## src/rtl/rate_limit_pkg.sv

```systemverilog
package rate_limit_pkg;

  function automatic int maxOf(input int a, input int b);
    return (a > b) ? a : b;
  endfunction

  // width of the largest single charge: packet part plus word part, one carry bit
  function automatic int costWidth(input int pktW, input int wcW, input int wordsW);
    return maxOf(pktW + 8, wcW + wordsW) + 1;
  endfunction

  // signed credit: ceiling or cost magnitude, plus earn headroom and sign
  function automatic int creditWidth(input int pktW, input int wcW, input int wordsW,
                                     input int limW);
    return maxOf(limW + 8, costWidth(pktW, wcW, wordsW)) + 2;
  endfunction

  typedef struct packed {
    logic loadCeil;  // force counter to ceiling (reset or disabled)
    logic advance;   // normal earn/clamp update
    logic charge;    // subtract the packet charge in this update
  } credit_ctrl_t;

endpackage

```

## src/rtl/rate_cost_calc.sv

```systemverilog
module rate_cost_calc #(
  parameter int PKT_W   = 12,
  parameter int WC_W    = 12,
  parameter int WORDS_W = 12,
  parameter int COST_W  = 25
) (
  input  logic [PKT_W-1:0]   costPkt,
  input  logic [WC_W-1:0]    costWord,
  input  logic [WORDS_W-1:0] startWords,
  output logic [COST_W-1:0]  cost
);
  logic [COST_W-1:0] pktPart;
  logic [COST_W-1:0] wordPart;

  always_comb begin
    pktPart  = COST_W'({costPkt, 8'h00});
    wordPart = COST_W'(startWords) * COST_W'(costWord);
    cost     = pktPart + wordPart;
  end
endmodule

```

## src/rtl/rate_credit_dp.sv

```systemverilog
module rate_credit_dp
  import rate_limit_pkg::*;
#(
  parameter int LIM_W  = 16,
  parameter int COST_W = 25,
  parameter int CRED_W = 27,
  parameter int EARN   = 16
) (
  input  logic                     clk,
  input  credit_ctrl_t             ctrl,
  input  logic [LIM_W-1:0]         creditLimit,
  input  logic [COST_W-1:0]        cost,
  output logic signed [CRED_W-1:0] credit,
  output logic                     nonNeg
);
  localparam int CEIL_PAD = CRED_W - LIM_W - 8;
  localparam int COST_PAD = CRED_W - COST_W;

  logic signed [CRED_W-1:0] ceiling;
  logic signed [CRED_W-1:0] charge;
  logic signed [CRED_W-1:0] sum;
  logic signed [CRED_W-1:0] creditNext;

  always_comb begin
    ceiling = $signed({{CEIL_PAD{1'b0}}, creditLimit, 8'h00});
    charge  = ctrl.charge ? $signed({{COST_PAD{1'b0}}, cost}) : '0;
    sum     = credit + CRED_W'(EARN) - charge;
    if (ctrl.loadCeil)     creditNext = ceiling;
    else if (ctrl.advance) creditNext = (sum > ceiling) ? ceiling : sum;
    else                   creditNext = credit;
  end

  always_ff @(posedge clk) begin
    credit <= creditNext;
  end

  assign nonNeg = ~credit[CRED_W-1];
endmodule

```

## src/rtl/rate_limit_ctrl.sv

```systemverilog
module rate_limit_ctrl
  import rate_limit_pkg::*;
(
  input  logic         rstN,
  input  logic         enable,
  input  logic         startReq,
  input  logic         nonNeg,
  output logic         permit,
  output credit_ctrl_t ctrl
);
  logic active;

  always_comb begin
    active        = rstN & enable;
    permit        = ~enable | nonNeg;
    ctrl.loadCeil = ~active;
    ctrl.advance  = active;
    ctrl.charge   = active & startReq & nonNeg;
  end
endmodule

```

## src/rtl/token_rate_limiter.sv

```systemverilog
module token_rate_limiter
  import rate_limit_pkg::*;
#(
  parameter int PKT_W   = 12,
  parameter int WC_W    = 12,
  parameter int WORDS_W = 12,
  parameter int LIM_W   = 16,
  parameter int CRED_W  = creditWidth(PKT_W, WC_W, WORDS_W, LIM_W)
) (
  input  logic                     clk,
  input  logic                     rstN,
  input  logic                     enable,
  input  logic [PKT_W-1:0]         costPkt,
  input  logic [WC_W-1:0]          costWord,
  input  logic [LIM_W-1:0]         creditLimit,
  input  logic                     startReq,
  input  logic [WORDS_W-1:0]       startWords,
  output logic                     permit,
  output logic signed [CRED_W-1:0] credit
);
  localparam int COST_W = costWidth(PKT_W, WC_W, WORDS_W);
  localparam int EARN   = 16;

  credit_ctrl_t      ctrl;
  logic [COST_W-1:0] cost;
  logic              nonNeg;

  rate_cost_calc #(
    .PKT_W(PKT_W), .WC_W(WC_W), .WORDS_W(WORDS_W), .COST_W(COST_W)
  ) u_cost (
    .costPkt(costPkt), .costWord(costWord), .startWords(startWords), .cost(cost)
  );

  rate_limit_ctrl u_ctrl (
    .rstN(rstN), .enable(enable), .startReq(startReq), .nonNeg(nonNeg),
    .permit(permit), .ctrl(ctrl)
  );

  rate_credit_dp #(
    .LIM_W(LIM_W), .COST_W(COST_W), .CRED_W(CRED_W), .EARN(EARN)
  ) u_dp (
    .clk(clk), .ctrl(ctrl), .creditLimit(creditLimit), .cost(cost),
    .credit(credit), .nonNeg(nonNeg)
  );
endmodule

```

## config.mk

```make
export PLATFORM = sky130hd
export DESIGN_NAME = token_rate_limiter
export DESIGN_NICKNAME = d
export VERILOG_FILES = /design/src/rtl/rate_limit_pkg.sv /design/src/rtl/rate_cost_calc.sv /design/src/rtl/rate_credit_dp.sv /design/src/rtl/rate_limit_ctrl.sv /design/src/rtl/token_rate_limiter.sv
export SDC_FILE = /design/constraint.sdc
export NUM_CORES = 1
export LEC_CHECK = 0
export BUFFER_PORTS_ARGS = -buffer_cell sky130_fd_sc_hd__buf_2
export CAP_MARGIN = 20
export CORE_AREA = 2 2 118 149
export DETAILED_ROUTE_END_ITERATION = 10
export DIE_AREA = 0 0 120 151
export PLACE_DENSITY = 0.76
export SETUP_SLACK_MARGIN = 0.4
export SLEW_MARGIN = 30
export SYNTH_ARGS = -nofsm -noshare
export SYNTH_HDL_FRONTEND = slang
export SYNTH_SLANG_ARGS = --single-unit
```

## constraint.sdc

```tcl
create_clock -name clk -period 12.1 [get_ports clk]
set_clock_uncertainty 0.1 [all_clocks]
set_input_delay 1.815 -clock clk [delete_from_list [all_inputs] [get_ports clk]]
set_output_delay 1.815 -clock clk [all_outputs]
set_load 0.02 [all_outputs]
```

# Yosys cells after proc, flatten, opt, wreduce, memory -nomap -nowiden
# Index checks and enable logic that the tools add are counted.
word_totals:
  register_bits: 27
  inputBits: 56
  output_inout_bits: 28
  wordCells: 18
classes:
  addsub: 3
  n_mul: 1
  magnitude_cmp: 1
  n_mux: 3
  n_bitwise: 7
  n_reduce_logical: 1
op_table:
  columns: ["op", "n"]
  rows:
  - ["24-bit two-way mux", 2]
  - ["27-bit by 6-bit adder with 27-bit output, second input constant", 1]
  - ["27-bit by 25-bit > comparator with 1-bit output", 1]
  - ["27-bit by 26-bit subtractor with 27-bit output", 1]
  - ["20-bit by 24-bit adder with 25-bit output", 1]
  - ["25-bit two-way mux", 1]
  - ["12-bit by 12-bit multiplier with 24-bit output", 1]
  - ["1-bit bitwise AND", 3]
  - ["1-bit inverter", 3]
  - ["2-bit OR reduction", 1]
  - ["1-bit OR", 1]

# Longest topological paths before layout
# Gate-level depths: netlist of the first run.
logic_depth:
  word_depth: 8
  mapped_depth: 43
  mapped_depth_nobuf: 41

# Hierarchy
# Synthesis of the first run repeated with hierarchy kept, for this count alone.
hier_totals:
  cells_unflattened: 1010
  area_unflattened_um2: 8720.9
modules_own_cells:
  columns: ["mod", "n_inst", "cells_per_inst", "area_each_um2"]
  rows:
  - ["rate_cost_calc", 1, 598, 5205.0]
  - ["rate_credit_dp", 1, 407, 3482.1]
  - ["rate_limit_ctrl", 1, 5, 33.8]

# Worst setup path before layout of the first run
# Ideal clock, no wire load.
synth_path:
  path_type: "input port to flip-flop"
  from: "input port startWords[0]"
  to: "register u_dp.credit[12]"
  setup_time_ns: 0.121
  arrival_ns: 10.088
  slack_ns: 1.790
  stages: 40
  n_path_buf: 2
  cell_sequence: "clkbuf_1 nand2_1 fa_1 fa_1 inv_1 fa_1 fa_1 inv_1 fa_1 inv_1 ha_1 or2_2 o31a_1 nand2_1 o21bai_1 a21oi_1 o21ai_0 xnor2_1 [4 not listed] a21oi_1 o21bai_1 a2111oi_4 nor2_1 a21o_1 a21oi_1 xnor2_1 ha_1 nand2_1 nor2_1 nand2_1 nor4b_1 nand3_1 nor3_1 nor2_1 o41ai_4 buf_6 mux2_4"
synth_via:
  elab_chain_cells: 7
synth_lines:
  columns: ["item", "line", "source"]
  rows:
  - ["from (decl)", "token_rate_limiter.sv:17", "input logic [WORDS_W-1:0] startWords,"]
  - ["12-bit by 12-bit multiplier with 24-bit output *", "rate_cost_calc.sv:17", "wordPart = COST_W'(startWords) * COST_W'(costWord);"]
  - ["20-bit by 24-bit adder with 25-bit output *", "rate_cost_calc.sv:18", "cost = pktPart + wordPart;"]
  - ["25-bit two-way mux *", "rate_credit_dp.sv:26", "charge = ctrl.charge ? $signed({{COST_PAD{1'b0}}, cost}) : '0;"]
  - ["27-bit by 26-bit subtractor with 27-bit output *", "rate_credit_dp.sv:27", "sum = credit + CRED_W'(EARN) - charge;"]
  - ["27-bit by 25-bit > comparator with 1-bit output", "rate_credit_dp.sv:29", "else if (ctrl.advance) creditNext = (sum > ceiling) ? ceiling : sum;"]
  - ["24-bit two-way mux *", "rate_credit_dp.sv:29", null]
  - ["24-bit two-way mux *", "rate_credit_dp.sv:28", "if (ctrl.loadCeil) creditNext = ceiling;"]
  - ["via u_dp.creditNext[12]", "rate_credit_dp.sv:22", "logic signed [CRED_W-1:0] creditNext;"]
  - ["to (signal assigned)", "rate_credit_dp.sv:34", "credit <= creditNext;"]
  - ["to (decl)", "rate_credit_dp.sv:13", "output logic signed [CRED_W-1:0] credit,"]
# Mark *: on every way through the listed nets, which the timed path passes. The rest lies on a longest branch.
# A chain may end at the register's enable or synchronous reset.

# Worst setup path after layout of the first run
layout_path:
  from: "input port startWords[7]"
  to: "register u_dp.credit[9]"
# Same word-level chain as after synthesis.

==> flow_metrics.env, run 1 <==
export IMPL_outcome="completed"
export IMPL_synth_yosys_seq_area_share_pct=6.606
export IMPL_grt_use_met2_pct=38.78
export IMPL_synth_edf_count=0
export IMPL_grt_pass1_wl_um=32000
export IMPL_yosys_warnings=0
export IMPL_place_area_sq_um=8761
export IMPL_routed_wl_um=18440
export IMPL_setup_violations=0
export IMPL_core_area_sq_um=16640
export IMPL_io_buffers=83
export IMPL_top_register="u_dp.credit"
export IMPL_max_stage_delay_ns=0.54
export IMPL_ys_types=58
export IMPL_finish_instance_area_sq_um=8841
export IMPL_grt_util_met3_pct=1.920
export IMPL_viasPerCell=5.251
export IMPL_clk_latency_ns=0.27
export IMPL_biggestRegsByFlops="u_dp.credit x27"
export IMPL_fin_crit_sh_pct=90.12
export IMPL_syn_inst=960
export IMPL_dp_hpwl_um=16040
export IMPL_ctsHtreeMaxLevel=1
export IMPL_drv_cap=0
export IMPL_setup_worst_path_end_class="flop"
export IMPL_synthArstFlopShare_pct=0
export IMPL_grt_start_max_net_pins=25
export IMPL_met1_usage_pct=27.70
export IMPL_clock_sinks=27
export IMPL_required_ns=12.16
export IMPL_drv_slew=0
export IMPL_drtIter0Drc=312
export IMPL_hold_buffers=0
export IMPL_multi_input_area_sq_um=6775
export IMPL_tritoncts="done"
export IMPL_critical_path_most_common_cell="fa_1"
export IMPL_cts_buffers=3
export IMPL_rsz0062_at_grt="false"
export IMPL_fmax_mhz=91.70
export IMPL_syn_cell_area_sq_um=8183
export IMPL_final_cell_mix="197 x inv_1, 131 x ha_1, 115 x fa_1, 114 x nand2_1, 83 x buf_2"
export IMPL_synth_ff_type="dfxtp_1"
export IMPL_crit_arrival_ns=10.97
export IMPL_cp_start_kind="input pin"
export IMPL_drt_pass1_iterations=5
export IMPL_post_cts_setup_buffer_count=0
export IMPL_synth_seq_cells=27
export IMPL_fin_crit_ns=10.90
export IMPL_grt_pass1_vias=6843
export IMPL_finish_utilization_pct=53.12
export IMPL_n_antenna_cell=0
export IMPL_globalplace_congestion=0.8825
export IMPL_finalHoldViolations=0
export IMPL_tightest_slew_ns=0.5496
export IMPL_num_io_pins=84
export IMPL_syn_to_final_growth_pct=8.043
export IMPL_path_clk_slew_ns=0.07
export IMPL_ff_latch_area_sq_um=540.5
export IMPL_drive_above_1_share_pct=11.59
export IMPL_avgSynthCellArea_sq_um=8.524
export IMPL_path_class="input pin to flop"
export IMPL_largest_reg_flops=27
export IMPL_critPathSlowestCell="fa_1"
export IMPL_path_max_fanout=24
export IMPL_grt_busiest_layer="met2"
export IMPL_drc=0
export IMPL_fillers=1519
export IMPL_grt_overflow_total=0
export IMPL_die_area_sq_um=18120
export IMPL_cts_root_buf="clkbuf_16"
export IMPL_clk_path_buf_depth=2
export IMPL_final_common_cell="inv_1"
export IMPL_cts_resized=0
export IMPL_antenna_found_initial=0
export IMPL_ant_nets=0
export IMPL_fin_setup_tns_ns=0
export IMPL_slew_headroom_pct=62.31
export IMPL_min_path_type="flop to flop"
export IMPL_initial_core_util_pct=49.16
export IMPL_die_h_um=151
export IMPL_vias=6501
export IMPL_wl_per_cell_um=14.89
export IMPL_synth_nets=1262
export IMPL_std_cell_rows=53
export IMPL_grt_use_total_pct=21.71
export IMPL_num_nets_final=1321
export IMPL_die_w_um=120
-- routing by layer --
metal,wire length (um),vias up
met1,7917,3130
li1,-,3144
met3,848,32
met4,538,0
met5,0,-
met2,9131,195
-- cells by family after synthesis --
logic type                 Yosys count  share of synthesized area, %
muxes                               18                         2.936
AOI/OAI and AO/OA                  127                         10.84
DFF                                 27                         6.606
adders and majority gates          246                         48.17
xor gates and xnor gates            39                         4.174
buffers and inverters              228                         10.66
and+or+nand+nor                    275                         16.62
-- layout make-up --
class                   count  share of cell area (%)
multi-input cells         705                   76.63
repair buffers             85                   4.868
clock buffers               3                  0.8491
inverters                 197                   8.364
well taps                 220                   3.114
clock inverters             1                 0.05661
flip-flops and latches     27                   6.114
-- critical path: cells and delay by family --
kind / cells / cell delay, ns
buffers and inverters: 6 / 0.79
AND/OR/NAND/NOR: 11 / 1.38
adder cells (fa/ha/maj): 9 / 3.86
AO/OA/AOI/OAI: 12 / 2.41
multiplexers: 1 / 0.38
XOR/XNOR: 2 / 0.27
-- metrics by stage --
step,setup WS (ns),cells,hold slack (ns)
6_report,1.195,1238,0.4974
4_1_cts,1.267,1238,0.4971
5_1_grt,0.4783,1238,0.5708
3_5_place_dp,1.011,1234,0.4853
3_3_place_gp,1.158,1234,0.4833
2_1_floorplan,1.790,960,0.5523
-- worst paths after layout --
path / start / slack [ns] / cells past startpoint / end
max: startWords[7] / 1.20 / 41 / u_dp.credit[9]
min: u_dp.credit[0] / 0.50 / 3 / u_dp.credit[0]
max reg2reg: u_dp.credit[26] / 6.18 / 25 / u_dp.credit[9]
min reg2reg: u_dp.credit[0] / 0.50 / 3 / u_dp.credit[0]
-- Yosys cell counts (all sizes together), types with 15 or more instances --
cell	n	share of area, %
mux2	15	2.6
xnor2	27	2.9
clkbuf	28	1.3
fa	115	28
o21ai	15	0.92
nor2	28	1.3
nand2	114	5.2
a21oi	46	2.9
ha	131	20
and2	74	5.7
dfxtp	27	6.6
a21o	18	1.7
inv	197	9.0
Power of run 1 is left out: the tool's default activity adds up to more than one toggle a clock period on the data nets, which glitch-free logic cannot reach.
==> run 2, diff against run 1 <==
Settings changed: CTS_CLUSTER_DIAMETER set to 150.
Clock period 12.1 ns to 10.35 ns, I/O delays scaled along.
==> run 2 against run 1 <==
Critical path depth increased by 1. Sequential cell count stayed put. Via count rose by 5.2%. Sequential share of layout area shrank 0.68 points. First-iteration DRC count grew 10%. Count of clock-buffer cells in the layout unchanged. Register-to-register slack worse by 1.6 ns. Non-clock buffer count grew 77. Core utilization up 6.6 points. Wire length increased by 11%. Die area stayed put. Cell count increased by 6.2%. Critical endpoint is now u_dp.credit[19].
==> flow_metrics.env, run 2 (same netlist as run 1, synthesis figures left out) <==
export IMPL_core_area_sq_um=16640
export IMPL_tritoncts="done"
export IMPL_met2WireLength_um=10520
export IMPL_highest_layer="met4"
export IMPL_final_common_cell="inv_1"
export IMPL_slew_headroom_pct=63.77
export IMPL_drive_above_1_share_pct=24.20
export IMPL_grt_overflow_total=0
export IMPL_std_cell_rows=53
export IMPL_critical_path_most_common_cell="fa_1"
export IMPL_drv_cap=0
export IMPL_vias=6837
export IMPL_setup_violations=0
export IMPL_grt_pass1_vias=7281
export IMPL_rsz0062_at_grt="true"
export IMPL_clk_path_buf_depth=2
export IMPL_die_w_um=120
export IMPL_hold_path_depth=3
export IMPL_path_class="input pin to flop"
export IMPL_required_ns=10.41
export IMPL_fin_crit_sh_pct=96.84
export IMPL_instances_no_fill=1315
export IMPL_critPathSlowestCell="fa_1"
export IMPL_dr_wl_met3_um=695
export IMPL_fmax_mhz=99.77
export IMPL_drv_slew=0
export IMPL_viasPerCell=5.199
export IMPL_min_path_type="flop to flop"
export IMPL_dp_cells=1288
export IMPL_wl_met1_um=8490
export IMPL_syn_to_final_growth_pct=21.47
export IMPL_finalHoldViolations=0
export IMPL_ant_nets=0
export IMPL_dp_hpwl_um=17080
export IMPL_final_cell_mix="188 x inv_1, 117 x ha_1, 113 x fa_1, 110 x nand2_1, 79 x buf_4"
export IMPL_path_max_fanout=7
export IMPL_drtIter0Drc=344
export IMPL_num_io_pins=84
export IMPL_largest_reg_flops=27
export IMPL_wl_per_cell_um=15.51
export IMPL_outcome="completed"
export IMPL_hold_buffers=0
export IMPL_crit_arrival_ns=10.08
export IMPL_holdWs_ns=0.5702
export IMPL_cts_buffers=3
export IMPL_grt_use_total_pct=23.13
export IMPL_clk_latency_ns=0.28
export IMPL_setup_worst_path_end_class="flop"
export IMPL_die_h_um=151
export IMPL_num_nets_final=1398
export IMPL_grt_start_max_net_pins=24
export IMPL_drt_pass1_iterations=5
export IMPL_antenna_found_initial=0
export IMPL_die_area_sq_um=18120
export IMPL_clock_sinks=27
export IMPL_io_buffers=83
export IMPL_path_clk_slew_ns=0.08
export IMPL_n_antenna_cell=0
export IMPL_tightest_slew_ns=0.5384
export IMPL_ff2ff_path_depth=26
export IMPL_ctsHtreeMaxLevel=1
export IMPL_top_register="u_dp.credit"
export IMPL_cp_start_kind="input pin"
export IMPL_grt_pass1_wl_um=34060
export IMPL_fin_crit_ns=10.02
export IMPL_routed_wl_um=20400
export IMPL_max_stage_delay_ns=0.60
export IMPL_initial_core_util_pct=49.16
export IMPL_cts_root_buf="clkbuf_16"
export IMPL_globalplace_congestion=0.9141
export IMPL_drc=0
export IMPL_biggestRegsByFlops="u_dp.credit x27"
==> run 2: cell types whose count changed in the layout (fill, tap and decap cells not counted), moves of 5 or more <==
cell     change
inv_1        -9
ha_4        +12
nor2_1       -5
and2_4      +10
a21oi_2      +5
buf_2       -15
and2_1      -10
inv_2        +9
buf_6        +6
a21oi_1      -6
ha_1        -14
buf_4       +77
==> run 2: layer usage <==
metal,GRT usage [%],up-vias
met5,0,-
li1,-,3296
met2,43.07,172
met1,28.04,3321
met4,7.824,0
met3,1.845,48
==> run 2: worst max-delay path, delay by kind of cell <==
kind            cells  cell delay (ns)
fa+ha+maj           9             3.75
compound gates     11             2.09
mux                 1             0.29
xor+xnor            2             0.22
simple gates       12             1.46
buf+inv             7             0.69
==> run 2: path summary, 6_finish.rpt <==
kind	from	to	slack, ns
setup / recovery	startWords[10]	u_dp.credit[19]	0.33
hold / removal	u_dp.credit[0]	u_dp.credit[0]	0.57
setup reg to reg	u_dp.credit[26]	u_dp.credit[19]	4.57
hold reg to reg	u_dp.credit[0]	u_dp.credit[0]	0.57
==> run 2: what timing repair did <==
| item | in CTS | in global routing |
|---|---|---|
| pin swaps | 23 | 39 |
| endpoints found under the setup margin | 24 | 24 |
| cloned | 1 | 1 |
| buffers inserted | 9 | 12 |
| resized for setup | 25 | 77 |
==> run 2: cell type report <==
type                            instances  area (sq um)
Inverter                              197         739.5
Fill cell                            1437          6705
Multi-Input combinational cell        705          7166
Sequential cell                        27         540.5
Clock inverter                          1         5.005
Clock buffer                            3         75.07
Tap cell                              220         275.3
Timing Repair Buffer                  162          1139
==> run 2: per-stage QoR <==
| stage | util (%) | worst slack, ns | TNS, ns | cell area [sq um] |
|---|---|---|---|---|
| floorplan | - | 0.4082 | 0 | 8325 |
| global placement | 55.69 | -0.02751 | -0.08995 | 9269 |
| detailed placement | 55.69 | -0.1869 | -2.249 | 9269 |
| CTS | 57.75 | 0.4036 | 0 | 9612 |
| global route | 59.72 | -0.05478 | -0.4642 | 9940 |
| finish | 59.72 | 0.3266 | 0 | 9940 |
Power of run 2 is left out for the same reason.
